==> src/rtl/tmr_pkg.sv <==
package tmr_pkg;
    typedef enum logic [1:0] {
        IDX_STAT   = 2'd0,
        IDX_CTRL   = 2'd1,
        IDX_PERIOD = 2'd2,
        IDX_SNAP   = 2'd3
    } reg_idx_e;

    localparam int ST_TIMEOUT = 0;
    localparam int ST_RUNNING = 1;
    localparam int CT_IRQ_EN  = 0;
    localparam int CT_AUTO    = 1;
    localparam int CT_GO      = 2;
    localparam int CT_HALT    = 3;

    typedef struct packed {
        logic load;
        logic go;
        logic halt;
    } tmr_cmd_t;

    function automatic logic addr_mapped(input logic [31:0] word_addr);
        return (word_addr >> 2) == 32'd0;
    endfunction
endpackage

==> src/rtl/tmr_counter.sv <==
module tmr_counter #(
    parameter int DATA_W = 32
) (
    input  logic                 clk,
    input  logic                 rst,
    input  logic                 tick,
    input  tmr_pkg::tmr_cmd_t    cmd,
    input  logic [DATA_W-1:0]    load_val,
    input  logic [DATA_W-1:0]    period,
    input  logic                 auto_mode,
    output logic [DATA_W-1:0]    cnt,
    output logic                 run,
    output logic                 expire
);
    localparam logic [DATA_W-1:0] ONE = DATA_W'(1);

    logic step;
    assign step   = run && tick && !cmd.load;
    assign expire = step && (cnt <= ONE);

    always_ff @(posedge clk) begin
        if (rst) begin
            cnt <= '0;
        end else if (cmd.load) begin
            cnt <= load_val;
        end else if (step) begin
            if (cnt <= ONE) cnt <= auto_mode ? period : '0;
            else            cnt <= cnt - ONE;
        end
    end

    always_ff @(posedge clk) begin
        if (rst)                        run <= 1'b0;
        else if (cmd.halt)              run <= 1'b0;
        else if (cmd.go)                run <= 1'b1;
        else if (expire && !auto_mode)  run <= 1'b0;
    end

    p_dec_r7: assert property (@(posedge clk) disable iff (rst)
        (run && tick && !cmd.load && cnt > ONE) |=> cnt == $past(cnt) - ONE);
    p_hold_r7: assert property (@(posedge clk) disable iff (rst)
        (!(run && tick) && !cmd.load) |=> $stable(cnt));
    p_halt_r5: assert property (@(posedge clk) disable iff (rst)
        cmd.halt |=> !run);
    p_oneshot_r8: assert property (@(posedge clk) disable iff (rst)
        (expire && !auto_mode && !cmd.go) |=> (!run && cnt == '0));
    p_reload_r9: assert property (@(posedge clk) disable iff (rst)
        (expire && auto_mode && !cmd.halt) |=> (run && cnt == $past(period)));
endmodule

==> src/rtl/tmr_regs.sv <==
module tmr_regs #(
    parameter int DATA_W = 32,
    parameter int ADDR_W = 4
) (
    input  logic                 clk,
    input  logic                 rst,
    input  logic                 bus_sel,
    input  logic                 bus_we,
    input  logic [ADDR_W-1:0]    bus_addr,
    input  logic [DATA_W-1:0]    bus_wdata,
    input  logic                 expire,
    input  logic [DATA_W-1:0]    cnt,
    input  logic                 run,
    output logic [DATA_W-1:0]    bus_rdata,
    output logic                 bus_err,
    output tmr_pkg::tmr_cmd_t    cmd,
    output logic [DATA_W-1:0]    period,
    output logic                 auto_mode,
    output logic                 irq
);
    import tmr_pkg::*;

    logic              mapped, wr;
    reg_idx_e          idx;
    logic [DATA_W-1:0] ctrl_q;
    logic              to_q;
    logic              wr_stat, wr_ctrl, wr_per, wr_snap;

    assign mapped  = addr_mapped(32'(bus_addr));
    assign idx     = reg_idx_e'(bus_addr[1:0]);
    assign wr      = bus_sel && bus_we && mapped;
    assign wr_stat = wr && idx == IDX_STAT;
    assign wr_ctrl = wr && idx == IDX_CTRL;
    assign wr_per  = wr && idx == IDX_PERIOD;
    assign wr_snap = wr && idx == IDX_SNAP;

    assign cmd.load  = wr_per;
    assign cmd.go    = wr_ctrl && bus_wdata[CT_GO];
    assign cmd.halt  = wr_ctrl && bus_wdata[CT_HALT];
    assign auto_mode = ctrl_q[CT_AUTO];
    assign irq       = to_q && ctrl_q[CT_IRQ_EN];

    always_ff @(posedge clk) begin
        if (rst) begin
            ctrl_q  <= '0;
            period  <= '0;
            to_q    <= 1'b0;
            bus_err <= 1'b0;
        end else begin
            if (wr_ctrl) ctrl_q <= bus_wdata;
            if (wr_per)  period <= bus_wdata;
            if (expire)       to_q <= 1'b1;
            else if (wr_stat) to_q <= 1'b0;
            bus_err <= bus_sel && (!mapped || wr_snap);
        end
    end

    always_comb begin
        bus_rdata = '0;
        if (mapped) begin
            unique case (idx)
                IDX_STAT: begin
                    bus_rdata[ST_TIMEOUT] = to_q;
                    bus_rdata[ST_RUNNING] = run;
                end
                IDX_CTRL:   bus_rdata = ctrl_q;
                IDX_PERIOD: bus_rdata = period;
                IDX_SNAP:   bus_rdata = cnt;
                default:    bus_rdata = '0;
            endcase
        end
    end

    p_to_set_r8: assert property (@(posedge clk) disable iff (rst)
        expire |=> to_q);
    p_to_clr_r3: assert property (@(posedge clk) disable iff (rst)
        (wr_stat && !expire) |=> !to_q);
    p_collide_r11: assert property (@(posedge clk) disable iff (rst)
        (wr_stat && expire) |=> bus_rdata[ST_TIMEOUT] || !(bus_addr[1:0] == 2'd0 && mapped) || to_q);
    p_err_r2: assert property (@(posedge clk) disable iff (rst)
        (bus_sel && !mapped) |=> bus_err);
    p_irq_r10: assert property (@(posedge clk) disable iff (rst)
        $rose(irq) |-> $past(expire || wr_ctrl));
endmodule

==> src/rtl/interval_timer.sv <==
module interval_timer #(
    parameter int DATA_W = 32,
    parameter int ADDR_W = 4
) (
    input  logic              clk,
    input  logic              rst,
    input  logic              tick_en,
    input  logic              bus_sel,
    input  logic              bus_we,
    input  logic [ADDR_W-1:0] bus_addr,
    input  logic [DATA_W-1:0] bus_wdata,
    output logic [DATA_W-1:0] bus_rdata,
    output logic              bus_err,
    output logic              irq
);
    tmr_pkg::tmr_cmd_t  cmd;
    logic [DATA_W-1:0]  cnt, period;
    logic               run, expire, auto_mode;

    tmr_regs #(.DATA_W(DATA_W), .ADDR_W(ADDR_W)) u_regs (
        .clk       (clk),
        .rst       (rst),
        .bus_sel   (bus_sel),
        .bus_we    (bus_we),
        .bus_addr  (bus_addr),
        .bus_wdata (bus_wdata),
        .expire    (expire),
        .cnt       (cnt),
        .run       (run),
        .bus_rdata (bus_rdata),
        .bus_err   (bus_err),
        .cmd       (cmd),
        .period    (period),
        .auto_mode (auto_mode),
        .irq       (irq)
    );

    tmr_counter #(.DATA_W(DATA_W)) u_counter (
        .clk       (clk),
        .rst       (rst),
        .tick      (tick_en),
        .cmd       (cmd),
        .load_val  (bus_wdata),
        .period    (period),
        .auto_mode (auto_mode),
        .cnt       (cnt),
        .run       (run),
        .expire    (expire)
    );
endmodule

==> config.mk <==
export PLATFORM = sky130hd
export DESIGN_NAME = interval_timer
export DESIGN_NICKNAME = d
export VERILOG_FILES = /design/src/rtl/tmr_pkg.sv /design/src/rtl/tmr_counter.sv /design/src/rtl/tmr_regs.sv /design/src/rtl/interval_timer.sv
export SDC_FILE = /design/constraint.sdc
export NUM_CORES = 1
export LEC_CHECK = 0
export BUFFER_PORTS_ARGS = -buffer_cell sky130_fd_sc_hd__buf_2
export CORE_ASPECT_RATIO = 0.7
export CORE_MARGIN = 3
export CORE_UTILIZATION = 45
export DETAILED_ROUTE_END_ITERATION = 12
export PLACE_DENSITY = 0.65
export SYNTH_ARGS = -nofsm -noshare
export SYNTH_HDL_FRONTEND = slang
export SYNTH_HIERARCHICAL = 1
export SYNTH_SLANG_ARGS = --single-unit
export TNS_END_PERCENT = 1
==> constraint.sdc <==
create_clock -name clk -period 3.2 [get_ports clk]
set_clock_uncertainty 0.1 [all_clocks]
set_input_delay 0.16 -clock clk [delete_from_list [all_inputs] [get_ports clk]]
set_output_delay 0.16 -clock clk [all_outputs]
set_load 0.02 [all_outputs]
After elaboration in Yosys (flattened, before gate mapping)
Cells that the tools add are included.
{"block": "word_totals", "register_bits": 99, "latch_bits": 0, "ram_bits": 0, "rom_bits": 0, "input_bits": 41, "output_inout_bits": 34, "elab_cells": 46, "memories": 0}
{"block": "op_classes", "n_addsub": 1, "n_mul": 0, "div_mod_pow": 0, "n_lt_le_gt_ge": 1, "n_eq_ne": 3, "shifts": 0, "n_mux": 11, "bitwise": 0, "reduce_logical": 24}
{"cell": "32-bit two-way mux", "n": 5}
{"cell": "30-bit one-hot mux with 3 select lines", "n": 1}
{"cell": "32-bit by 1-bit less-or-equal comparator with 1-bit output (second input constant)", "n": 1}
{"cell": "32-bit zero test", "n": 1}
{"cell": "32-bit by 1-bit subtractor with 32-bit output (second input constant)", "n": 1}
{"cell": "1-bit logical AND", "n": 14}
{"cell": "2-bit one-hot mux with 4 select lines", "n": 1}
{"cell": "2-bit nonzero test", "n": 3}
{"cell": "2-bit == test (second input constant)", "n": 2}
{"cell": "1-bit two-way mux", "n": 4}
{"cell": "1-bit zero test", "n": 3}
{"cell": "2-bit by 1-bit == test with 1-bit output (second input constant)", "n": 1}
{"cell": "2-bit zero test", "n": 1}
{"cell": "2-bit OR reduction", "n": 1}
{"cell": "1-bit logical OR", "n": 1}

Logic depth before layout (Yosys ltp)
Gate-level depths: netlist of the first run.
{"block": "depth", "word_depth": 9, "mapped_depth": 13, "depth_no_buf": 9}

Cells and area by module
The synthesis of the first run kept the hierarchy.
{"mod": "tmr_regs", "n_inst": 1, "cells_per_inst": 411, "area_each_um2": 3574.7, "seq_area_each_um2": 1321.3}
{"mod": "tmr_counter", "n_inst": 1, "cells_per_inst": 304, "area_each_um2": 2287.2, "seq_area_each_um2": 660.6}

Worst setup path after synthesis of the first run
Ideal clock, no wire load.
{"block": "synth_timing", "kind": "register to register", "startpoint": "register u_counter.cnt[10]", "endpoint": "register u_counter.cnt[27]", "setup_ns": 0.120, "arrival_time_ns": 2.355, "required_ns": 2.980, "path_slack_ns": 0.625, "path_stages_with_launch": 8, "path_buffers": 1, "period_less_slack_ns": 2.575, "cell_sequence": "dfxtp_1 or4_4 or3_1 or4_1 clkbuf_2 or4_1 a21oi_1 a21oi_1"}
{"block": "synth_between", "elab_chain_len": 4, "word_cells_on_any_way": 5, "cone_classes": "1 x add/sub; 1 x order compare; 3 x mux"}
{"item": "from (decl)", "line_no": "tmr_counter.sv:11", "rtl": "output logic [DATA_W-1:0] cnt,"}
{"item": "from (signal assigned)", "line_no": "tmr_counter.sv:25", "rtl": "cnt <= load_val;"}
{"item": "from (signal assigned)", "line_no": "tmr_counter.sv:27", "rtl": "if (cnt <= ONE) cnt <= auto_mode ? period : '0;"}
{"item": "from (signal assigned)", "line_no": "tmr_counter.sv:28", "rtl": "else cnt <= cnt - ONE;"}
{"item": "32-bit by 1-bit subtractor with 32-bit output / 32-bit by 1-bit less-or-equal comparator with 1-bit output (equally long branches)", "line_no": "tmr_counter.sv:28, tmr_counter.sv:27"}
{"item": "32-bit two-way mux (*)", "line_no": "tmr_counter.sv:27"}
{"item": "32-bit two-way mux (*)", "line_no": "tmr_counter.sv:26", "rtl": "end else if (step) begin"}
{"item": "32-bit two-way mux (*)", "line_no": "tmr_counter.sv:24", "rtl": "end else if (cmd.load) begin"}
Every way passes the cells marked *; elsewhere a longest branch is shown, timed or not. The select of a mux whose other input is x is not followed.
A chain may end at the register's enable or synchronous reset.

Final worst setup path of the first run
{"block": "layout_timing", "startpoint": "register u_counter.cnt[24]", "endpoint": "register u_counter.run"}
{"block": "layout_between", "elab_chain_len": 4}
{"item": "32-bit by 1-bit less-or-equal comparator with 1-bit output", "line_no": "tmr_counter.sv:19", "rtl": "assign expire = step && (cnt <= ONE);"}
{"item": "1-bit logical AND", "line_no": "tmr_counter.sv:19"}
{"item": "1-bit logical AND", "line_no": "tmr_counter.sv:36", "rtl": "else if (expire && !auto_mode) run <= 1'b0;"}
{"item": "2-bit nonzero test (no source line)"}
{"item": "to (signal assigned)", "line_no": "tmr_counter.sv:34", "rtl": "else if (cmd.halt) run <= 1'b0;"}
{"item": "to (signal assigned)", "line_no": "tmr_counter.sv:35", "rtl": "else if (cmd.go) run <= 1'b1;"}
{"item": "to (signal assigned)", "line_no": "tmr_counter.sv:36"}
{"item": "to (decl)", "line_no": "tmr_counter.sv:12", "rtl": "output logic run,"}
No other way between the ends.

==> flow_metrics.py, run 1 <==
metrics = {
    "run_status": {
        "status": "completed",
    },
    "floorplan": {
        "num_io_pins": 75,
        "num_rows": 34,
        "dieArea_mm2": 0.0145,
        "start_util_pct": 46.6,
        "fp.dieW_um": 142,
        "coreArea_mm2": 0.0126,
        "die_y_um": 101,
    },
    "drt": {
        "vias_per_cell": 6.10,
        "remaining_drc_errors": 0,
        "drtIter0Drc": 745,
        "via_count": 5791,
        "ant_nets": 0,
        "drt-total-wl_um": 18200,
        "dr.pass1.iters": 6,
        "routedWlPerCell_um": 19.1,
    },
    "run": {
        "drv_cap": 0,
    },
    "timing": {
        "drv_slew": 0,
        "fin_crit_sh_pct": 92.2,
        "finalSetupViolations": 0,
        "layout_setup_ws_ns": 0.251,
        "fin_setup_tns_ns": 0,
        "finalHoldViolations": 0,
        "min_period_ns": 2.95,
        "rsz0062_at_grt": "no",
        "worst_pin_slew_ns": 0.706,
        "fmax_ghz": 0.339,
        "slew_headroom_pct": 53.0,
    },
    "power_and_ir_drop": {
        "p_per_area_mw_per_mm2": 452,
        "power_frac_comb_pct": 19.0,
        "p_seq_share_pct": 40.4,
        "power.switching_mw": 0.861,
        "p_int_mw": 2.27,
        "cellLeakagePower_nw": 2.79,
        "clkPwrFrac_pct": 40.6,
        "swShare_pct": 27.5,
        "ir_worst_vdd_v": 0.000330,
    },
    "clock_tree": {
        "cts.clk_slew.worst_paths_ns": 0.07,
        "clock_path_buffers": 2,
        "clock_latency_ns": 0.35,
        "numCtsBuffers": 9,
        "cts.repair.resized": 0,
        "cts_tree": "yes",
        "cts-root-buf": "clkbuf_16",
        "cts.sinks": 99,
        "h-tree-depth": 3,
    },
    "global_routing": {
        "grtUsageTotal_pct": 25.1,
        "grt_pass1_wl_um": 29200,
        "grt_max_degree": 63,
        "grt-ovfl-total": 0,
        "grt_pass1_vias": 5451,
        "antenna_found_initial": 0,
    },
    "logic_synthesis": {
        "syn_area_mm2": 0.00586,
        "synth_cell_types": 58,
        "yosys_warnings": 6,
        "synthTopCellsByArea": "dfxtp_1 (34%), nand2b_1 (7.0%), mux2_2 (5.8%)",
        "synth_nets": 758,
        "netlist_instances": 715,
        "syn_avg_cell_area_um2": 8.20,
        "synth_top_area_share_pct": 33.8,
        "synthArstFlopShare_pct": 0,
        "yosys_register_bits": 99,
        "synth.most_common_cell": "dfxtp_1",
        "synthTopCellsByCount": "dfxtp_1 (99), nor2_1 (68), nand2b_1 (66)",
        "synth-edff-count": 0,
        "synth_ff_type": "dfxtp_1",
        "synth.largest_area_cell": "dfxtp_1",
        "ys_seq_area_share_pct": 33.8,
    },
    "final_layout": {
        "fin_util_pct": 54.9,
        "antenna_cells": 0,
        "nNetsFinal": 826,
        "final_cells": 950,
        "final_area_mm2": 0.00692,
        "fillers": 1180,
        "areaGrowthSynthToFinish_pct": 18.0,
        "drive_above_1_share_pct": 19.7,
    },
    "place": {
        "dp_slack_ns": 0.297,
        "io_buffers": 74,
        "place_inst": 907,
        "dpl_cell_area_mm2": 0.00630,
        "place.detailed.hpwl_um": 11800,
        "gp_congestion": 0.944,
    },
    "worst_setup_path": {
        "start_kind": "flop",
        "slowest_stage": "or4_1",
        "max_stage_delay_ns": 0.63,
        "crit_required_ns": 3.32,
        "endpoint_kind": "flop",
        "arrival_ns": 3.07,
        "path_class": "flop to flop",
        "path_max_fanout": 13,
        "crit_chain": "or4_1, or4_1, nor2_1, nand2_1, nor4_1, nor4_1",
    },
    "min_path": {
        "hold_path.class": "primary input to flop",
    },
}
==> worst max-delay path, delay by kind of cell (launching register included) <==
family	cells	cell delay [ns]
flops	1	0.36
simple gates	6	2.36
==> metal layers <==
layer / GRT usage (%) / share of wire [%] / wire length, um / vias to the layer above
met5: 0 / 0 / 0 / -
met4: 5.55 / 0.76 / 139 / 0
met3: 5.24 / 8.4 / 1530 / 14
met2: 36.9 / 42 / 7580 / 267
met1: 37.7 / 49 / 8940 / 2765
li1: - / - / - / 2745
==> stage by stage <==
step           hold WS, ns  power [mW]
3_5_place_dp         0.343        1.85
4_1_cts           0.000450        3.13
2_1_floorplan        0.208        1.70
5_1_grt            0.00487        3.24
3_3_place_gp         0.337        1.83
6_report           0.00803        3.13
==> state kept, by name (all words and copies together), names as in the netlist <==
register,count
u_regs/ctrl_q,32
u_counter/run,1
u_regs/bus_err,1
u_regs/to_q,1
u_counter/cnt,32
u_regs/period,32
==> final cells by class <==
class	instances	area, um2	share of cell area, %
Clock buffer	11	243	3.51
Clock inverter	5	100	1.45
Inverter	11	41.3	0.597
Multi-Input combinational cell	541	3560	51.4
Sequential cell	99	1980	28.6
Tap cell	162	203	2.93
Timing Repair Buffer	121	791	11.4
==> path summary, 6_finish.rpt <==
check / start / endpoint / slack (ns) / depth (start not counted)
max: u_counter/cnt[24] / u_counter/run / 0.25 / 6
min: bus_wdata[17] / u_regs/ctrl_q[17] / 0.008 / 3
max reg2reg: u_counter/cnt[24] / u_counter/run / 0.25 / 6
min reg2reg: u_regs/ctrl_q[31] / u_regs/ctrl_q[31] / 0.38 / 2
==> cell families (layout without fill, tap and decap cells) <==
family | Yosys count | count (layout) | share of synthesized area (%)
buf+inv | 75 | 148 | 5.76
simple gates | 250 | 250 | 22.8
compound gates | 202 | 202 | 21.8
mux | 64 | 64 | 12.0
fa+ha+maj | 2 | 2 | 0.427
xor+xnor | 23 | 23 | 3.44
flops | 99 | 99 | 33.8
==> cells in the final DEF (no fill, tap or decap), drive strengths merged, types with 10 or more instances in the layout <==
cell / n
o21ai: 48
nand2: 18
inv: 10
mux2: 30
nand3: 37
xnor2: 14
nor3: 21
nand2b: 66
mux2i: 32
a211oi: 14
nor2: 68
o22ai: 12
buf: 94
clkbuf: 11
a31oi: 20
a22oi: 43
dlygate4sd3: 27
dfxtp: 99
a21oi: 42
==> power by group through the flow <==
| stage | Clock [mW] | Sequential [mW] | Combinational [mW] |
|---|---|---|---|
| 2_1_floorplan | 0 | 1.28 | 0.413 |
| 4_1_cts | 1.28 | 1.26 | 0.588 |
| 3_3_place_gp | 0 | 1.29 | 0.543 |
| 6_report | 1.27 | 1.26 | 0.594 |
| 3_5_place_dp | 0 | 1.29 | 0.559 |
| 5_1_grt | 1.32 | 1.26 | 0.649 |
==> timing repair <==
action                    4_1_cts  5_1_grt
buffers inserted                0        0
hold endpoints to repair       37        0
hold buffers                   27        0
Note: power is estimated with default switching activity, not from simulation.
==> run 2, diff against run 1 <==
==> constraint.sdc (replaced) <==
create_clock -name clk -period 3.3 [get_ports clk]
set_clock_uncertainty 0.1 [all_clocks]
set_input_delay 0.165 -clock clk [delete_from_list [all_inputs] [get_ports clk]]
set_output_delay 0.165 -clock clk [all_outputs]
set_load 0.02 [all_outputs]
==> run 2 against run 1 <==
Net effect: maximum frequency shrank 1.1%; combinational power is 4.5% lower; worst setup slack improved by 0.066 ns; core utilization decreased by 1.4 points; sequential share of layout area rose by 0.76 points; clock-buffer cell count is 1 lower; non-clock buffer count down 13; routed wire length shrank 0.22%; first-iteration DRC count down 1.3%; clock power decreased by 17%; critical path type unchanged; highest routed layer unchanged.
==> flow_metrics.py, run 2 (synthesis results as in run 1) <==
metrics = {
    "run_status": {
        "status": "completed",
    },
    "drt": {
        "drt-total-wl_um": 18100,
        "via_count": 5762,
        "ant_nets": 0,
        "drtIter0Drc": 735,
        "dr.pass1.iters": 5,
        "vias_per_cell": 6.15,
        "routedWlPerCell_um": 19.4,
        "remaining_drc_errors": 0,
    },
    "timing": {
        "slew_headroom_pct": 48.7,
        "fin_crit_sh_pct": 90.4,
        "min_period_ns": 2.98,
        "rsz0062_at_grt": "no",
        "fin_setup_tns_ns": 0,
        "worst_pin_slew_ns": 0.769,
        "fmax_ghz": 0.335,
        "hold_slack_ns": 0.00634,
        "drv_slew": 0,
        "finalSetupViolations": 0,
        "finalHoldViolations": 0,
    },
    "worst_setup_path": {
        "path_class": "flop to flop",
        "arrival_ns": 3.08,
        "path_max_fanout": 25,
        "start_kind": "flop",
        "crit_required_ns": 3.40,
        "endpoint_kind": "flop",
    },
    "final_layout": {
        "nNetsFinal": 813,
        "areaGrowthSynthToFinish_pct": 15.0,
        "largest_registers": "u_counter/cnt (32), u_regs/ctrl_q (32), u_regs/period (32)",
        "fin_util_pct": 53.5,
        "drive_above_1_share_pct": 20.0,
        "antenna_cells": 0,
        "mostFrequentLayoutCells": "dfxtp_1 (99), buf_2 (74), nor2_1 (68)",
        "final_common_cell": "dfxtp_1",
        "fillers": 1159,
    },
    "clock_tree": {
        "clock_latency_ns": 0.34,
        "cts_tree": "yes",
        "clock_path_buffers": 2,
        "cts.clk_slew.worst_paths_ns": 0.07,
        "numCtsBuffers": 9,
        "cts-root-buf": "clkbuf_16",
        "cts.sinks": 99,
        "h-tree-depth": 3,
    },
    "place": {
        "place.detailed.hpwl_um": 11800,
        "io_buffers": 74,
        "gp_congestion": 0.924,
    },
    "floorplan": {
        "dieArea_mm2": 0.0145,
        "num_rows": 34,
        "fp.dieW_um": 142,
        "die_y_um": 101,
        "start_util_pct": 46.6,
        "num_io_pins": 75,
        "coreArea_mm2": 0.0126,
    },
    "global_routing": {
        "grt_pass1_wl_um": 29100,
        "antenna_found_initial": 0,
        "grtUsageTotal_pct": 24.9,
        "grt-ovfl-total": 0,
        "grt_max_degree": 53,
        "grt_pass1_vias": 5524,
    },
    "power_and_ir_drop": {
        "p_per_area_mw_per_mm2": 423,
        "ir_worst_vdd_v": 0.000270,
        "cellLeakagePower_nw": 2.71,
    },
    "run": {
        "drv_cap": 0,
    },
    "min_path": {
        "hold_path.class": "primary input to flop",
    },
}
==> run 2: worst paths after layout <==
| kind | start | to | slack, ns | cells past startpoint |
|---|---|---|---|---|
| worst max-delay path | u_counter/cnt[24] | u_counter/cnt[7] | 0.32 | 7 |
| worst min-delay path | bus_wdata[19] | u_regs/ctrl_q[19] | 0.006 | 3 |
| worst max register to register | u_counter/cnt[24] | u_counter/cnt[7] | 0.32 | 7 |
| worst min register to register | u_regs/ctrl_q[17] | u_regs/ctrl_q[17] | 0.38 | 2 |
==> run 2: layer usage <==
layer	track usage, %	up-vias	wire, um
li1	-	2718	-
met1	37.0	2765	8870
met2	37.5	272	7650
met3	5.14	7	1530
met4	4.82	0	89
met5	0	-	0
==> run 2: stage by stage <==
stage / cells / instance area [um2] / worst slack [ns] / total power [mW]
after floorplan: 715 / 5860 / 0.725 / 1.65
after global placement: 907 / 6300 / 0.538 / 1.77
after detailed placement: 907 / 6300 / 0.384 / 1.79
after CTS: 937 / 6740 / 0.371 / 2.86
after global routing: 937 / 6740 / 0.170 / 2.98
final: 937 / 6740 / 0.317 / 2.85
==> run 2: layout make-up <==
| type | instances | area, um2 | area share [%] |
|---|---|---|---|
| inverter | 11 | 41.3 | 0.613 |
| clock buffer | 10 | 229 | 3.40 |
| timing repair buffer | 108 | 661 | 9.80 |
| multi-input combinational | 541 | 3560 | 52.8 |
| sequential | 99 | 1980 | 29.4 |
| tap | 162 | 203 | 3.01 |
| clock inverter | 6 | 65.1 | 0.965 |
==> run 2: power breakdown <==
| group | leakage, nW | internal [mW] | switching (mW) |
|---|---|---|---|
| logic | 1.76 | 0.217 | 0.350 |
| registers | 0.799 | 1.21 | 0.0158 |
| clock network | 0.143 | 0.590 | 0.471 |
==> run 2: what timing repair did <==
item	CTS	global route
setup buffers	0	0
endpoints found under the hold margin	16	0
resized for setup	0	0
hold buffers	14	0
==> run 2: critical path, stage by stage (launching register included) <==
cell and delay [ns]:
dfxtp_1 0.36, or4_1 0.63, or4_1 0.56, nor4_4 0.44, buf_4 0.37, nor2_1 0.10, a31oi_1 0.17, o22ai_1 0.11
==> run 3, diff against run 2 <==
--- a/config.mk
+++ b/config.mk
@@ -5,12 +5,12 @@
 export SDC_FILE = /design/constraint.sdc
 export NUM_CORES = 1
 export LEC_CHECK = 0
-export BUFFER_PORTS_ARGS = -buffer_cell sky130_fd_sc_hd__buf_2
 export CORE_ASPECT_RATIO = 0.7
 export CORE_MARGIN = 3
-export CORE_UTILIZATION = 45
+export CORE_UTILIZATION = 64
 export DETAILED_ROUTE_END_ITERATION = 12
-export PLACE_DENSITY = 0.65
+export DONT_BUFFER_PORTS = 1
+export PLACE_DENSITY = 0.8
 export SYNTH_ARGS = -nofsm -noshare
 export SYNTH_HDL_FRONTEND = slang
 export SYNTH_HIERARCHICAL = 1
==> run 3 against run 2 <==
Net effect: sequential cell count unchanged; die area is 28% lower; routed wire length about the same; sequential share of layout area up 0.81 points; worst hold slack better by 0.015 ns; largest cell class unchanged; cell area down 2.7%; global-route usage grew 10 points; register-to-register slack worse by 0.14 ns; maximum frequency decreased by 4.4%.
==> flow_metrics.py, run 3 (synthesis results as in run 1) <==
metrics = {
    "final_layout": {
        "nNetsFinal": 758,
        "seq_area_mm2": 0.00198,
        "areaGrowthSynthToFinish_pct": 11.9,
        "final_common_cell": "dfxtp_1",
        "fin_util_pct": 75.5,
        "mostFrequentLayoutCells": "dfxtp_1 (99), nor2_1 (68), nand2b_1 (66)",
        "antenna_cells": 0,
        "drive_above_1_share_pct": 10.7,
        "fillers": 662,
        "final_area_mm2": 0.00656,
        "largest_registers": "u_counter/cnt (32), u_regs/ctrl_q (32), u_regs/period (32)",
        "multiInputGateArea_mm2": 0.00356,
    },
    "worst_setup_path": {
        "path_class": "flop to flop",
        "endpoint_kind": "flop",
        "reg2regPathDepth": 8,
        "cp.depth": 8,
        "crit_chain": "inv_1, ha_1, nor3b_1, nand3_1, or3_2, nor3_1, xnor2_1, a211oi_1",
        "rrSetupSlack_ns": 0.18,
        "start_kind": "flop",
        "r2r-end": "u_counter/cnt[20]",
        "crit_end": "u_counter/cnt[20]",
        "crit_required_ns": 3.46,
        "r2r_start": "u_counter/cnt[0]",
        "arrival_ns": 3.28,
        "slowest_stage": "nor3b_1",
        "cp_top_family": "simple AND/OR/NAND/NOR gates",
        "max_stage_delay_ns": 0.62,
        "critPathBufInv": 1,
        "crit_path_start": "u_counter/cnt[0]",
        "path_max_fanout": 7,
    },
    "timing": {
        "drv_slew": 0,
        "fmax_ghz": 0.321,
        "finalSetupViolations": 0,
        "fin_setup_tns_ns": 0,
        "min_period_ns": 3.12,
        "rsz0062_at_grt": "no",
        "fin_crit_sh_pct": 94.5,
        "finalHoldViolations": 0,
        "layout_setup_ws_ns": 0.180,
        "slew_headroom_pct": 16.3,
        "worst_pin_slew_ns": 1.26,
    },
    "power_and_ir_drop": {
        "p_int_mw": 2.00,
        "power_frac_comb_pct": 19.3,
        "power.switching_mw": 0.827,
        "p_seq_share_pct": 43.3,
        "cellLeakagePower_nw": 2.45,
        "clkPwrFrac_pct": 37.4,
        "ir_worst_vdd_v": 0.000288,
        "power_mw": 2.83,
        "swShare_pct": 29.2,
        "p_per_area_mw_per_mm2": 432,
    },
    "place": {
        "io_buffers": 0,
        "dp_slack_ns": 0.360,
        "dpl_cell_area_mm2": 0.00585,
        "place.detailed.hpwl_um": 10900,
        "gp_congestion": 0.899,
    },
    "drt": {
        "drtIter0Drc": 783,
        "remaining_drc_errors": 0,
        "drt-total-wl_um": 18200,
        "via_count": 5781,
        "dr.pass1.iters": 5,
        "ant_nets": 0,
        "vias_per_cell": 6.88,
        "routedWlPerCell_um": 21.6,
    },
    "clock_tree": {
        "cts_tree": "yes",
        "numCtsBuffers": 9,
        "cts.clk_slew.worst_paths_ns": 0.07,
        "h-tree-depth": 3,
        "cts_setup_buffers": 0,
        "cts-root-buf": "clkbuf_16",
        "clock_latency_ns": 0.35,
        "cts_hold_buf": 39,
        "clock_path_buffers": 2,
        "cts.repair.resized": 0,
        "cts.sinks": 99,
    },
    "global_routing": {
        "grt-ovfl-total": 0,
        "grtUsageTotal_pct": 35.1,
        "grt_pass1_vias": 5626,
        "grt_pass1_wl_um": 29300,
        "grt_max_degree": 114,
        "antenna_found_initial": 0,
    },
    "floorplan": {
        "start_util_pct": 67.5,
        "num_rows": 28,
        "die_y_um": 86.1,
        "num_io_pins": 75,
        "coreArea_mm2": 0.00869,
        "dieArea_mm2": 0.0104,
        "fp.dieW_um": 120,
    },
    "min_path": {
        "hold_path.class": "primary input to flop",
    },
    "run_status": {
        "status": "completed",
    },
    "run": {
        "drv_cap": 0,
    },
}
-- run 3: area by class of cell --
cell class / instances / share of cell area [%]
inverters: 11 / 0.630
clock buffers: 12 / 4.06
multi-input cells: 541 / 54.3
flip-flops and latches: 99 / 30.2
well taps: 120 / 2.29
clock inverters: 4 / 0.515
repair buffers: 53 / 8.01
-- run 3: tightest hold or removal path, cell delays in order --
cell and delay (ns):
nor2_1 0.03, o211ai_1 0.08, o211ai_1 0.12
-- run 3: worst min-delay path by stage --
stage / slack, ns / startpoint / to / cells past startpoint
after global routing: 0.02 / bus_wdata[23] / u_counter/cnt[23] / 2
after detailed placement: 0.14 / rst / u_regs/ctrl_q[31] / 1
after floorplan: 0.21 / bus_wdata[0] / u_regs/ctrl_q[0] / 2
after CTS: 0.002 / bus_wdata[23] / u_counter/cnt[23] / 2
after global placement: 0.14 / rst / u_regs/ctrl_q[31] / 1
final: 0.02 / rst / u_counter/cnt[25] / 3
-- run 3: layer usage --
layer	vias up	part of all wire (%)	global-route usage [%]
li1	2608	-	-
met1	2778	43	48.8
met2	358	45	54.8
met3	37	10	8.44
met4	0	1.5	9.67
met5	-	0	0
-- run 3: power by group through the flow --
stage / registers (mW) / clock network, mW / logic [mW]
floorplan: 1.25 / 0 / 0.400
global placement: 1.25 / 0 / 0.436
detailed placement: 1.25 / 0 / 0.452
CTS: 1.22 / 1.05 / 0.527
global route: 1.23 / 1.11 / 0.587
finish: 1.22 / 1.06 / 0.547
-- run 3: through the flow --
stage	hold WS (ns)	std cells
after floorplan	0.213	715
after global routing	0.0152	840
final	0.0210	840
after global placement	0.140	785
after detailed placement	0.144	785
after CTS	0.00182	840
